## src/rtl/copro_pkg.sv

```systemverilog
package copro_pkg;
    localparam int WORD_W = 16;
    localparam int PC_W   = 18;
    localparam int RA_W   = 8;
    localparam int HI_W   = PC_W - WORD_W;

    localparam logic [RA_W-1:0] A_CTRL    = 8'h1A;
    localparam logic [RA_W-1:0] A_LOC1_HI = 8'h50;
    localparam logic [RA_W-1:0] A_LOC1_LO = 8'h51;
    localparam logic [RA_W-1:0] A_LOC2_HI = 8'h52;
    localparam logic [RA_W-1:0] A_LOC2_LO = 8'h53;
    localparam logic [RA_W-1:0] A_JMP1    = 8'h54;
    localparam logic [RA_W-1:0] A_JMP2    = 8'h55;

    localparam logic [RA_W-1:0] LIM_NEVER  = 8'h20;
    localparam logic [RA_W-1:0] LIM_DANGER = 8'h40;

    typedef enum logic [2:0] {
        S_IDLE, S_FETCH1, S_FETCH2, S_WAIT, S_HALT
    } cstate_t;

    // first word of a compare instruction
    typedef struct packed {
        logic [7:0] vpos;
        logic [6:0] hpos;
        logic       is_cmp;
    } cmp_w1_t;

    // second word of a compare instruction
    typedef struct packed {
        logic       no_blit;
        logic [6:0] vmask;
        logic [6:0] hmask;
        logic       is_skip;
    } cmp_w2_t;

    function automatic logic move_allowed(logic [RA_W-1:0] dst, logic danger);
        if (dst < LIM_NEVER)  return 1'b0;
        if (dst < LIM_DANGER) return danger;
        return 1'b1;
    endfunction
endpackage

```

## src/rtl/copro_cond.sv

```systemverilog
module copro_cond
    import copro_pkg::*;
(
    input  cmp_w1_t    tgt,
    input  cmp_w2_t    ctl,
    input  logic [7:0] beam_v,
    input  logic [6:0] beam_hc,
    input  logic       blit_done,
    output logic       reached
);
    logic [14:0] pos, goal;

    // vertical bit 7 bypasses the mask; the rest is masked per bit
    always_comb begin
        pos[14]  = beam_v[7];
        goal[14] = tgt.vpos[7];
        for (int i = 0; i < 7; i++) begin
            pos[7 + i]  = beam_v[i]   & ctl.vmask[i];
            goal[7 + i] = tgt.vpos[i] & ctl.vmask[i];
            pos[i]      = beam_hc[i]  & ctl.hmask[i];
            goal[i]     = tgt.hpos[i] & ctl.hmask[i];
        end
        reached = (pos >= goal) && (ctl.no_blit || blit_done);
    end
endmodule

```

## src/rtl/copro_regs.sv

```systemverilog
module copro_regs
    import copro_pkg::*;
(
    input  logic              clk,
    input  logic              rst,
    input  logic              host_we,
    input  logic [RA_W-1:0]   host_addr,
    input  logic [WORD_W-1:0] host_wdata,
    input  logic              mv_we,
    input  logic [RA_W-1:0]   mv_addr,
    input  logic [WORD_W-1:0] mv_data,
    output logic [PC_W-1:0]   loc1,
    output logic [PC_W-1:0]   loc2,
    output logic              danger,
    output logic              jump1,
    output logic              jump2
);
    logic [WORD_W-HI_W-1:0] unused_hi_bits;
    assign unused_hi_bits = host_wdata[WORD_W-1:HI_W] ^ mv_data[WORD_W-1:HI_W];

    assign jump1 = (host_we && host_addr == A_JMP1) || (mv_we && mv_addr == A_JMP1);
    assign jump2 = (host_we && host_addr == A_JMP2) || (mv_we && mv_addr == A_JMP2);

    // both sources decode alike; the host is applied last and wins a clash
    always_ff @(posedge clk) begin
        if (rst) begin
            loc1   <= '0;
            loc2   <= '0;
            danger <= 1'b0;
        end else begin
            if (mv_we) begin
                case (mv_addr)
                    A_LOC1_HI: loc1[PC_W-1:WORD_W] <= mv_data[HI_W-1:0];
                    A_LOC1_LO: loc1[WORD_W-1:0]    <= mv_data;
                    A_LOC2_HI: loc2[PC_W-1:WORD_W] <= mv_data[HI_W-1:0];
                    A_LOC2_LO: loc2[WORD_W-1:0]    <= mv_data;
                    default: ;
                endcase
            end
            if (host_we) begin
                case (host_addr)
                    A_CTRL:    danger              <= host_wdata[0];
                    A_LOC1_HI: loc1[PC_W-1:WORD_W] <= host_wdata[HI_W-1:0];
                    A_LOC1_LO: loc1[WORD_W-1:0]    <= host_wdata;
                    A_LOC2_HI: loc2[PC_W-1:WORD_W] <= host_wdata[HI_W-1:0];
                    A_LOC2_LO: loc2[WORD_W-1:0]    <= host_wdata;
                    default: ;
                endcase
            end
        end
    end

    // a move never reaches the danger bit, so only the host changes it
    a_r10_danger_host_only: assert property (@(posedge clk) disable iff (rst)
        (danger != $past(danger)) |-> $past(host_we));
endmodule

```

## src/rtl/beam_copro.sv

```systemverilog
module beam_copro
    import copro_pkg::*;
(
    input  logic              clk,
    input  logic              rst,
    input  logic              host_we,
    input  logic [RA_W-1:0]   host_addr,
    input  logic [WORD_W-1:0] host_wdata,
    input  logic              vblank_start,
    input  logic              blit_done,
    input  logic [7:0]        beam_v,
    input  logic [6:0]        beam_hc,
    output logic              mem_req,
    output logic [PC_W-1:0]   mem_addr,
    input  logic              mem_gnt,
    input  logic [WORD_W-1:0] mem_rdata,
    output logic              wr_en,
    output logic [RA_W-1:0]   wr_addr,
    output logic [WORD_W-1:0] wr_data,
    output logic              halted
);
    cstate_t           state_q;
    logic [PC_W-1:0]   pc_q;
    logic [WORD_W-1:0] ir1_q, ir2_q;
    logic              skip_q, odd_q;
    logic [PC_W-1:0]   loc1, loc2;
    logic              danger, jump1, jump2, reached, got;
    logic              is_move, ok_move, mv_we;
    logic [RA_W-1:0]   dst;
    cmp_w2_t           ctl;

    assign mem_req  = odd_q && (state_q == S_FETCH1 || state_q == S_FETCH2);
    assign mem_addr = pc_q;
    assign halted   = (state_q == S_HALT);
    assign got      = mem_req && mem_gnt;
    assign is_move  = !ir1_q[0];
    assign dst      = ir1_q[RA_W:1];
    assign ok_move  = move_allowed(dst, danger);
    assign mv_we    = (state_q == S_FETCH2) && got && is_move && !skip_q && ok_move;
    assign ctl      = cmp_w2_t'((state_q == S_WAIT) ? ir2_q : mem_rdata);

    copro_regs u_regs (
        .clk, .rst, .host_we, .host_addr, .host_wdata,
        .mv_we, .mv_addr(dst), .mv_data(mem_rdata),
        .loc1, .loc2, .danger, .jump1, .jump2
    );

    copro_cond u_cond (
        .tgt(cmp_w1_t'(ir1_q)), .ctl, .beam_v, .beam_hc, .blit_done, .reached
    );

    always_ff @(posedge clk) begin
        if (rst) begin
            state_q <= S_IDLE;
            pc_q    <= '0;
            ir1_q   <= '0;
            ir2_q   <= '0;
            skip_q  <= 1'b0;
            odd_q   <= 1'b0;
            wr_en   <= 1'b0;
            wr_addr <= '0;
            wr_data <= '0;
        end else begin
            odd_q <= ~odd_q;
            wr_en <= 1'b0;
            if (vblank_start || jump1 || jump2) begin
                pc_q    <= (vblank_start || jump1) ? loc1 : loc2;
                state_q <= S_FETCH1;
                skip_q  <= 1'b0;
            end else begin
                case (state_q)
                    S_FETCH1: if (got) begin
                        ir1_q   <= mem_rdata;
                        pc_q    <= pc_q + 1'b1;
                        state_q <= S_FETCH2;
                    end
                    S_FETCH2: if (got) begin
                        pc_q    <= pc_q + 1'b1;
                        state_q <= S_FETCH1;
                        if (skip_q) begin
                            skip_q <= 1'b0;
                        end else if (is_move) begin
                            if (ok_move) begin
                                wr_en   <= 1'b1;
                                wr_addr <= dst;
                                wr_data <= mem_rdata;
                            end else begin
                                state_q <= S_HALT;
                            end
                        end else if (ctl.is_skip) begin
                            skip_q <= reached;
                        end else if (!reached) begin
                            ir2_q   <= mem_rdata;
                            state_q <= S_WAIT;
                        end
                    end
                    S_WAIT: if (reached) state_q <= S_FETCH1;
                    default: ;
                endcase
            end
        end
    end

    // requests only in alternate slots
    a_r2_req_spacing: assert property (@(posedge clk) disable iff (rst)
        mem_req |=> !mem_req);
    // the lowest destinations never reach the bus
    a_r10_never_low: assert property (@(posedge clk) disable iff (rst)
        wr_en |-> (wr_addr >= LIM_NEVER));
    // the guarded range needs the danger bit at decode time
    a_r10_guarded: assert property (@(posedge clk) disable iff (rst)
        (wr_en && wr_addr < LIM_DANGER) |-> $past(danger));
    // a halted processor leaves memory alone
    a_r11_halt_quiet: assert property (@(posedge clk) disable iff (rst)
        halted |-> !mem_req);
    // one word forward per granted fetch, wrapping
    a_r12_pc_step: assert property (@(posedge clk) disable iff (rst)
        (got && !vblank_start && !jump1 && !jump2) |=>
        (mem_addr == PC_W'($past(mem_addr) + 1'b1)));
endmodule

```

## config.mk

```make
export PLATFORM = sky130hd
export DESIGN_NAME = beam_copro
export DESIGN_NICKNAME = d
export VERILOG_FILES = /design/src/rtl/copro_pkg.sv /design/src/rtl/copro_cond.sv /design/src/rtl/copro_regs.sv /design/src/rtl/beam_copro.sv
export SDC_FILE = /design/constraint.sdc
export NUM_CORES = 1
export LEC_CHECK = 0
export ABC_AREA = 1
export BUFFER_PORTS_ARGS = -buffer_cell sky130_fd_sc_hd__buf_2
export CAP_MARGIN = 0
export CORE_MARGIN = 3
export CORE_UTILIZATION = 52
export CTS_CLUSTER_DIAMETER = 80
export DETAILED_ROUTE_END_ITERATION = 10
export PLACE_DENSITY = 0.74
export SLEW_MARGIN = 40
export SYNTH_ARGS = -nofsm -noshare
export SYNTH_HDL_FRONTEND = slang
export SYNTH_SLANG_ARGS = --single-unit
```

## constraint.sdc

```tcl
create_clock -name clk -period 2.81 [get_ports clk]
set_clock_uncertainty 0.1 [all_clocks]
set_input_delay 0.1405 -clock clk [delete_from_list [all_inputs] [get_ports clk]]
set_output_delay 0.1405 -clock clk [all_outputs]
set_load 0.005 [all_outputs]
```

## Yosys cells after proc, flatten, opt, wreduce, memory -nomap -nowiden

Index checks and enable logic that the tools add are counted.

| word-level totals | value |
|---|---|
| input port bits | 61 |
| output and inout bits | 45 |
| flip-flop bits (word level) | 117 |
| logic and storage cells | 148 |

| operators by class | value |
|---|---|
| reductions and logical operators | 34 |
| equal/unequal tests | 23 |
| bitwise gates (word level) | 36 |
| $add $sub $neg | 1 |
| mux-type cells | 38 |
| $lt $le $gt $ge | 3 |

Operators by type and width:

| kind | number |
|---|---|
| $mux W18 | 8 |
| $eq A8 B7 Y1 const B | 12 |
| $mux W16 | 5 |
| $and A1 B1 Y1 | 28 |
| $add A18 B1 Y18 const B | 1 |
| $mux W3 | 6 |
| $ge A15 B15 Y1 | 1 |
| $mux W1 | 12 |
| $mux W2 | 6 |
| $logic_and A1 B1 Y1 | 11 |
| $ne A3 B2 Y1 const B | 3 |
| $pmux W3 S3 | 1 |
| $eq A8 B5 Y1 const B | 1 |
| $lt A8 B6 Y1 const B | 1 |
| $lt A8 B7 Y1 const B | 1 |
| $not A1 Y1 | 8 |
| $reduce_and A4 Y1 | 2 |
| $reduce_and A7 Y1 | 1 |
| $eq A3 B2 Y1 const B | 2 |
| $logic_or A1 B1 Y1 | 6 |
| $ne A2 B2 Y1 const B | 3 |
| $reduce_and A2 Y1 | 3 |
| $reduce_and A6 Y1 | 1 |
| $reduce_or A6 Y1 | 1 |
| 8 further kinds | 11 |

## Logic depth before layout (Yosys ltp)

Gate-level depths: netlist (run 1).

| depth | value |
|---|---|
| word-level depth | 14 |
| mapped depth | 23 |
| mapped depth without buffers | 22 |

## By module

Synthesis (run 1) repeated with hierarchy kept, for this count alone.

| second synthesis, totals | value |
|---|---|
| cell total of the unflattened synthesis | 1,125 |
| area total of the unflattened synthesis | 7,111.8 um^2 |

By module, submodules not included:

| module | area an instance (um^2) | instances | seq. area each (um^2) | cells each |
|---|---|---|---|---|
| beam_copro | 4,257.8 | 1 | 1,601.5 | 644 |
| copro_regs | 2,263.4 | 1 | 740.7 | 369 |
| copro_cond | 590.6 | 1 | 0.0 | 112 |

## Least setup slack after synthesis (run 1)

Ideal clock, no wire load.

| timing path | value |
|---|---|
| kind | reg-to-reg |
| start | register state_q[0] |
| end | register ir2_q[1] |
| library setup time | 0.113 ns |
| path slack | -0.050 ns |
| cell stages (with the launch flop) | 22 |
| path buffers | 3 |
| period minus slack after synthesis | 2.860 ns |
| data required time | 2.597 ns |
| data arrival time | 2.647 ns |
| cells stage by stage | dfxtp_1 > inv_1 > nor2_1 > buf_2 > clkbuf_1 > nand2_1 > o21ai_0 > and2_1 > ha_1 > nand2_1 > inv_1 > a21oi_1 > nand2_1 > nand2_1 > nand3_1 > nand2_1 > nand3_1 > nor2_2 > buf_2 > nand2_1 > nand2_1 > nor2_1 |

| between the ends | value |
|---|---|
| cells in the longest elaborated chain, start to end | 14 |
| elaborated cells on any way between the ends | 52 |
| those cells by class | order compare: 1; eq/ne: 3; mux: 1; bitwise: 31; reduce/logical: 16 |

RTL lines:

| element | RTL line | text |
|---|---|---|
| from (decl) | beam_copro.sv:22 | `cstate_t state_q;` |
| from (signal assigned) | beam_copro.sv:54 | `state_q <= S_IDLE;` |
| from (signal assigned) | beam_copro.sv:68 | `state_q <= S_FETCH1;` |
| from (signal assigned) | beam_copro.sv:75 | `state_q <= S_FETCH2;` |
| parallel branches: the longest is 13 deep, another holds $ge A15 B15 Y1 | - |  |
| $reduce_and A7 Y1 (no line) (*) | - |  |
| to (signal assigned) | beam_copro.sv:93 | `ir2_q <= mem_rdata;` |
| to (decl) | beam_copro.sv:24 | `logic [WORD_W-1:0] ir1_q, ir2_q;` |

Mark *: on every way between the ends.
A chain may end at the register's enable or synchronous reset.

## Worst setup path in the final report (run 1)

| timing path | value |
|---|---|
| start | register state_q[2] |
| end | register ir2_q[11] |

Same word-level chain as after synthesis.

==> flow_metrics.tcl, run 1 <==
set metrics [dict create \
    cp_slowest_cell "dfxtp_1" \
    ys.flop_type "dfxtp_1" \
    multi_input_area_sq_um 3600 \
    powerDensity_nw_per_um2 537 \
    fin_util 0.693 \
    synthCells 972 \
    mostFrequentLayoutCells "284 x nand2_1, 116 x dfxtp_1, 111 x inv_1, 105 x buf_2, 77 x nand3_1" \
    portBuffers 105 \
    cp.depth 23 \
    synth_edf_count 0 \
    finalWirelength_um 19000 \
    cts_sinks 117 \
    die_w_um 118 \
    clk_pin_slew_worst_paths_ns 0.06 \
    final.period_utilization 1.03 \
    async_flop_share 0 \
    ir_drop_mv 0.469 \
    period_needed_ns 2.89 \
    gp_congestion 0.855 \
    slew_headroom 0.620 \
    avgRoutedWirePerCell_um 14.7 \
    max_freq_mhz 346 \
    firstDrtPassIters 6 \
    avgSynthCellArea_sq_um 6.73 \
    r2r_cells 23 \
    routed_via_density 5.32 \
    rr_endpoint "ir2_q[11]" \
    synth_cell_types 42 \
    p_leak_nw 3.88 \
    critical_path_required_ns 3.02 \
    io_pins 106 \
    ys_ff_latch 117 \
    cp_cell_sequence "inv_2 > nand2_4 > nor2_4 > clkbuf_16 > inv_4 > nand2_1 > o21a_1 > inv_1 > nor2_1 > ha_1 > nand2_1 > nor2_1 > nand2_1 > nor2_1 > nor2_1 > nand3_2 > nand2_2 > nand3_2 > nor2_4 > clkbuf_16 > nand2_1 > nand2_1 > nor2_1" \
    stdcell_area_sq_um 8430 \
    n_antenna_cell 0 \
    rr_startpoint "state_q[2]" \
    arrival_ns 3.10 \
    grt_pass1_vias 6197 \
    cts_tree "done" \
    grt_setup_unrepaired "yes" \
    min_to "u_regs.loc1[16]" \
    grt_max_degree 52 \
    regArea_sq_um 2340 \
    worstPathBufferInverterCount 5 \
    via_count 6847 \
    pre_cts_slack_ns 0.0435 \
    layout-drive-gt1-share 0.186 \
    hpwl_um 12400 \
    gr-total-overflow 0 \
    hold_viol 0 \
    finalSetupTns_ns -0.623 \
    clock_latency_ns 0.42 \
    holdPathStages 4 \
    netlist_area_sq_um 6540 \
    cts_root_buf "clkbuf_16" \
    outcome "finished with violations" \
    coreArea_sq_um 12200 \
    critPathMaxStageDelay_ns 0.30 \
    final_nets 1184 \
    place_area_sq_um 7170 \
    fillers 1060 \
    drv_cap 0 \
    initial_core_util 0.538 \
    dr.first_iter.drc_count 652 \
    final_common_cell "nand2_1" \
    worstPathMaxFanout 8 \
    clockBufferDepth 2 \
    grt_usage 0.266 \
    antenna_found_initial 1 \
    worst_slack_ns -0.0771 \
    syn-num-nets 1049 \
    synth_warnings 0 \
    grt_pass1_wl_um 30200 \
    die_h_um 118 \
    start_kind "flop" \
    total_power_mw 4.53 \
    cp-end-kind "flop" \
    area_growth_pct 28.9 \
    hold_path_class "in2reg" \
    violations "setup timing" \
    htree_levels 4 \
    hold_start "rst" \
    cts_buffers 17 \
    drv_slew 0 \
    worst_slew_pin_slew_ns 0.570 \
    crit_type "reg2reg" \
    drc 0 \
    yosysSeqAreaShare 0.358 \
    dieArea_sq_um 14000 \
    rrSetupSlack_ns -0.08 \
    worst_path_dominant_cell_family "simple AND/OR/NAND/NOR gates" \
    postRouteAntennaNets 0 \
    num_rows 40 \
    finalSetupViolCount 16 \
]
[cells by family after synthesis]
kind of cell / after synthesis / synth area share
flip-flops: 117 / 0.358
AND/OR/NAND/NOR: 491 / 0.328
XOR/XNOR: 15 / 0.0201
AO/OA/AOI/OAI: 163 / 0.156
adder cells (fa/ha/maj): 16 / 0.0306
buffers and inverters: 170 / 0.108
[how the worst max path moves through the flow]
stage / startpoint / slack [ns] / to
finish: state_q[2] / -0.08 / ir2_q[11]
global route: state_q[2] / -0.22 / ir2_q[5]
CTS: state_q[1] / 0.04 / ir2_q[15]
detailed placement: state_q[1] / 0.04 / ir2_q[11]
global placement: state_q[2] / 0.12 / ir2_q[8]
floorplan: state_q[0] / 0.03 / ir2_q[1]
[through the flow]
step,instances,hold WS (ns)
finish,1288,0.0402
global route,1288,0.0674
CTS,1281,0.0216
detailed placement,1212,0.307
global placement,1212,0.302
floorplan,972,0.192
[per-layer routing]
| layer | part of all wire | GRT usage | vias to the layer above |
|---|---|---|---|
| met2 | 0.47 | 0.425 | 261 |
| met1 | 0.44 | 0.355 | 3114 |
| li1 | - | - | 3437 |
| met4 | 0.017 | 0.0879 | 2 |
| met5 | 0.00069 | 0 | - |
| met3 | 0.071 | 0.0598 | 33 |
[worst register-to-register path, cell delays in order (launching register included)]
cell	delay, ns
dfxtp_1	0.30
inv_2	0.08
nand2_4	0.06
nor2_4	0.22
clkbuf_16	0.22
inv_4	0.04
nand2_1	0.05
o21a_1	0.16
inv_1	0.05
nor2_1	0.09
ha_1	0.24
nand2_1	0.06
nor2_1	0.04
nand2_1	0.05
nor2_1	0.04
nor2_1	0.12
nand3_2	0.11
nand2_2	0.09
nand3_2	0.09
nor2_4	0.21
clkbuf_16	0.20
nand2_1	0.06
nand2_1	0.06
nor2_1	0.04
[report_power, final]
group          leakage [nW]  total (mW)  internal [mW]  switching (mW)
sequential            0.946        1.70           1.68          0.0218
combinational          2.62       0.394          0.157           0.237
clock                 0.313        2.43           1.62           0.815
total                  3.88        4.53           3.45            1.07
[timing repair]
| action | 4_1_cts | 5_1_grt |
|---|---|---|
| hold endpoints to repair | 69 | 0 |
| gates cloned | 0 | 5 |
| endpoints found under the setup margin | 1 | 19 |
| hold buffers | 37 | 0 |
| gates resized for setup | 1 | 36 |
| setup buffers | 0 | 2 |
| pin swaps | 0 | 7 |
[flip-flops by register name, summed over array words and instances (netlist names), 3 cells and up]
name         flops
wr_addr          8
u_regs.loc1     18
u_regs.loc2     18
mem_addr        18
ir2_q           16
wr_data         16
state_q          3
ir1_q           16
[final cells by class]
type,count,area share
Multi-Input combinational cell,685,0.427
Sequential cell,117,0.278
Timing Repair Buffer,164,0.138
Inverter,122,0.0546
Clock buffer,20,0.0542
Tap cell,168,0.0249
Clock inverter,12,0.0237
[cell usage after synthesis, types with 3 or more instances]
| master | n | share of area |
|---|---|---|
| nor2_1 | 73 | 0.042 |
| buf_6 | 3 | 0.0052 |
| inv_1 | 111 | 0.064 |
| nand2_2 | 3 | 0.0029 |
| nor3_1 | 11 | 0.0084 |
| dfxtp_1 | 117 | 0.36 |
| ha_1 | 16 | 0.031 |
| nand4_1 | 9 | 0.0086 |
| and2_1 | 14 | 0.013 |
| nand3_1 | 79 | 0.060 |
| clkbuf_1 | 28 | 0.016 |
| o211ai_1 | 67 | 0.077 |
| buf_4 | 7 | 0.0080 |
| buf_2 | 7 | 0.0054 |
| xor2_1 | 11 | 0.015 |
| inv_2 | 9 | 0.0052 |
| xnor2_1 | 4 | 0.0054 |
| nand2_1 | 286 | 0.16 |
| a21oi_1 | 59 | 0.045 |
| o21ai_0 | 27 | 0.021 |
(Power assumes the default switching activity.)
==> inputs of run 2 (changes only) <==
- ABC_AREA: 1 -> unset
- CORE_UTILIZATION: 52 -> 51
- PLACE_DENSITY: 0.74 -> 0.73
==> flow_metrics.tcl, run 2 <==
set metrics [dict create \
    outcome "finished with violations" \
    violations "setup timing" \
    clk_pin_slew_worst_paths_ns 0.06 \
    dieArea_sq_um 13600 \
    start_kind "flop" \
    n_antenna_cell 0 \
    syn-num-nets 754 \
    synth_warnings 0 \
    finalWirelength_um 17800 \
    worst_slew_pin_slew_ns 0.737 \
    grt_setup_unrepaired "yes" \
    postRouteAntennaNets 0 \
    crit_type "reg2reg" \
    hold_path_class "in2reg" \
    die_h_um 117 \
    dp.cells 908 \
    antenna_found_initial 0 \
    period_needed_ns 3.02 \
    async_flop_share 0 \
    max_freq_mhz 331 \
    synthTopCellsByArea "dfxtp_1 38%, mux2i_1 18%, nor2_1 6.0%, a211oi_1 4.7%, nand2b_1 4.6%" \
    synth_edf_count 0 \
    slew_headroom 0.509 \
    fin_util 0.689 \
    critical_path_required_ns 3.05 \
    io_pins 106 \
    drc 0 \
    yosys.area.top_type_share 0.376 \
    final.period_utilization 1.08 \
    ir_drop_mv 0.433 \
    cts_sinks 117 \
    finalSetupViolCount 18 \
    cts_tree "done" \
    clockBufferDepth 2 \
    die_w_um 117 \
    worstPathMaxFanout 7 \
    p_leak_nw 3.46 \
    layout-drive-gt1-share 0.238 \
    initial_core_util 0.534 \
    clock_latency_ns 0.42 \
    synthTopCellsByCount "117 x dfxtp_1, 109 x mux2i_1, 100 x nor2_1" \
    yosysMostFrequentCell "dfxtp_1" \
    synth_cell_types 63 \
    avgSynthCellArea_sq_um 9.21 \
    coreArea_sq_um 11700 \
    cts_root_buf "clkbuf_16" \
    final_common_cell "dfxtp_1" \
    ys_ff_latch 117 \
    dr.first_iter.drc_count 485 \
    avgRoutedWirePerCell_um 18.1 \
    gr-total-overflow 0 \
    gp_congestion 0.886 \
    hold_viol 0 \
    hpwl_um 11900 \
    routed_via_density 5.87 \
    grt_pass1_vias 5654 \
    grt_usage 0.265 \
    instances_no_fill 982 \
    drv_cap 0 \
    htree_levels 4 \
    yosys.area.top_type "dfxtp_1" \
    arrival_ns 3.27 \
    drv_slew 0 \
    via_count 5769 \
    synthCells 677 \
    grt_pass1_wl_um 27900 \
    mostFrequentLayoutCells "117 x dfxtp_1, 104 x buf_2, 101 x mux2i_1, 100 x nor2_1, 44 x nand2b_1" \
    num_rows 39 \
    portBuffers 105 \
    netlist_area_sq_um 6230 \
    final_nets 903 \
    grt_max_degree 103 \
    cts_buffers 17 \
    firstDrtPassIters 5 \
    ys.flop_type "dfxtp_1" \
    yosysSeqAreaShare 0.376 \
    worst_slack_ns -0.214 \
    area_growth_pct 28.9 \
    powerDensity_nw_per_um2 518 \
    cp-end-kind "flop" \
]
-- run 2: cell types whose count changed after synthesis, sizes merged, moves of 16 or more --
| cell | change |
|---|---|
| nor2b | +16 |
| inv | -114 |
| o21ai | -18 |
| nand2b | +46 |
| o211ai | -65 |
| nor2 | +22 |
| a21oi | -49 |
| a211oi | +40 |
| nand3 | -61 |
| nand2 | -262 |
| mux2i | +109 |
-- run 2: routing by layer --
layer | wire [um] | vias to the layer above | global-route usage
li1 | - | 2758 | -
met1 | 7510 | 2754 | 0.323
met2 | 8630 | 219 | 0.442
met3 | 1160 | 38 | 0.0642
met4 | 492 | 0 | 0.123
met5 | 0 | - | 0
-- run 2: critical path, stage by stage (launching register included) --
cell      delay [ns]
dfxtp_1         0.30
and3b_2         0.25
buf_12          0.14
buf_8           0.12
buf_6           0.11
mux2i_2         0.23
nor2b_1         0.09
ha_1            0.36
nand3_2         0.10
nor4_1          0.05
a2111o_1        0.35
a211oi_4        0.33
buf_6           0.19
mux2i_2         0.23
-- run 2: layout make-up --
class	count	area [sq um]
Multi-Input combinational cell	514	3730
Fill cell	886	3630
Clock inverter	7	96.3
Timing Repair Buffer	170	1180
Inverter	6	22.5
Clock buffer	25	485
Tap cell	143	179
Sequential cell	117	2340
-- run 2: cell families (layout without fill, tap and decap cells) --
group / count (synthesis) / in the layout / share of synthesized area
AO/OA/AOI/OAI: 100 / 100 / 0.117
AND/OR/NAND/NOR: 277 / 277 / 0.240
adder cells (fa/ha/maj): 16 / 16 / 0.0321
multiplexers: 110 / 110 / 0.177
flip-flops: 117 / 117 / 0.376
buffers and inverters: 46 / 208 / 0.0422
XOR/XNOR: 11 / 11 / 0.0155
-- run 2: final timing paths --
kind,from,end,slack (ns),cells past startpoint
max,state_q[2],ir2_q[6],-0.21,13
min,host_addr[1],u_regs.loc1[17],0.02,3
max reg2reg,state_q[2],ir2_q[6],-0.21,13
min reg2reg,odd_q,odd_q,0.36,1
-- run 2: report_power, final --
part           internal (mW)  switching (mW)  total [mW]
clock                   1.37           0.746        2.12
combinational          0.160           0.189       0.349
sequential              1.68          0.0186        1.69
-- run 2: timing repair --
action	CTS	global route
setup endpoints to repair	16	23
pin swaps	4	12
buffers inserted	4	6
hold endpoints to repair	77	0
hold buffers	32	0
resized for setup	7	20
-- run 2: stage by stage --
step | setup TNS [ns] | hold WS [ns] | cell area [sq um] | worst slack [ns] | power [mW]
final | -2.82 | 0.0213 | 8040 | -0.214 | 4.16
after global placement | -0.0154 | 0.341 | 6930 | -0.00301 | 2.01
after floorplan | -1.65 | 0.184 | 6260 | -0.171 | 1.88
after global routing | -4.69 | 0.0359 | 8040 | -0.323 | 4.30
after CTS | -1.28 | 0.000796 | 7880 | -0.140 | 4.17
after detailed placement | -1.90 | 0.348 | 6930 | -0.197 | 2.02
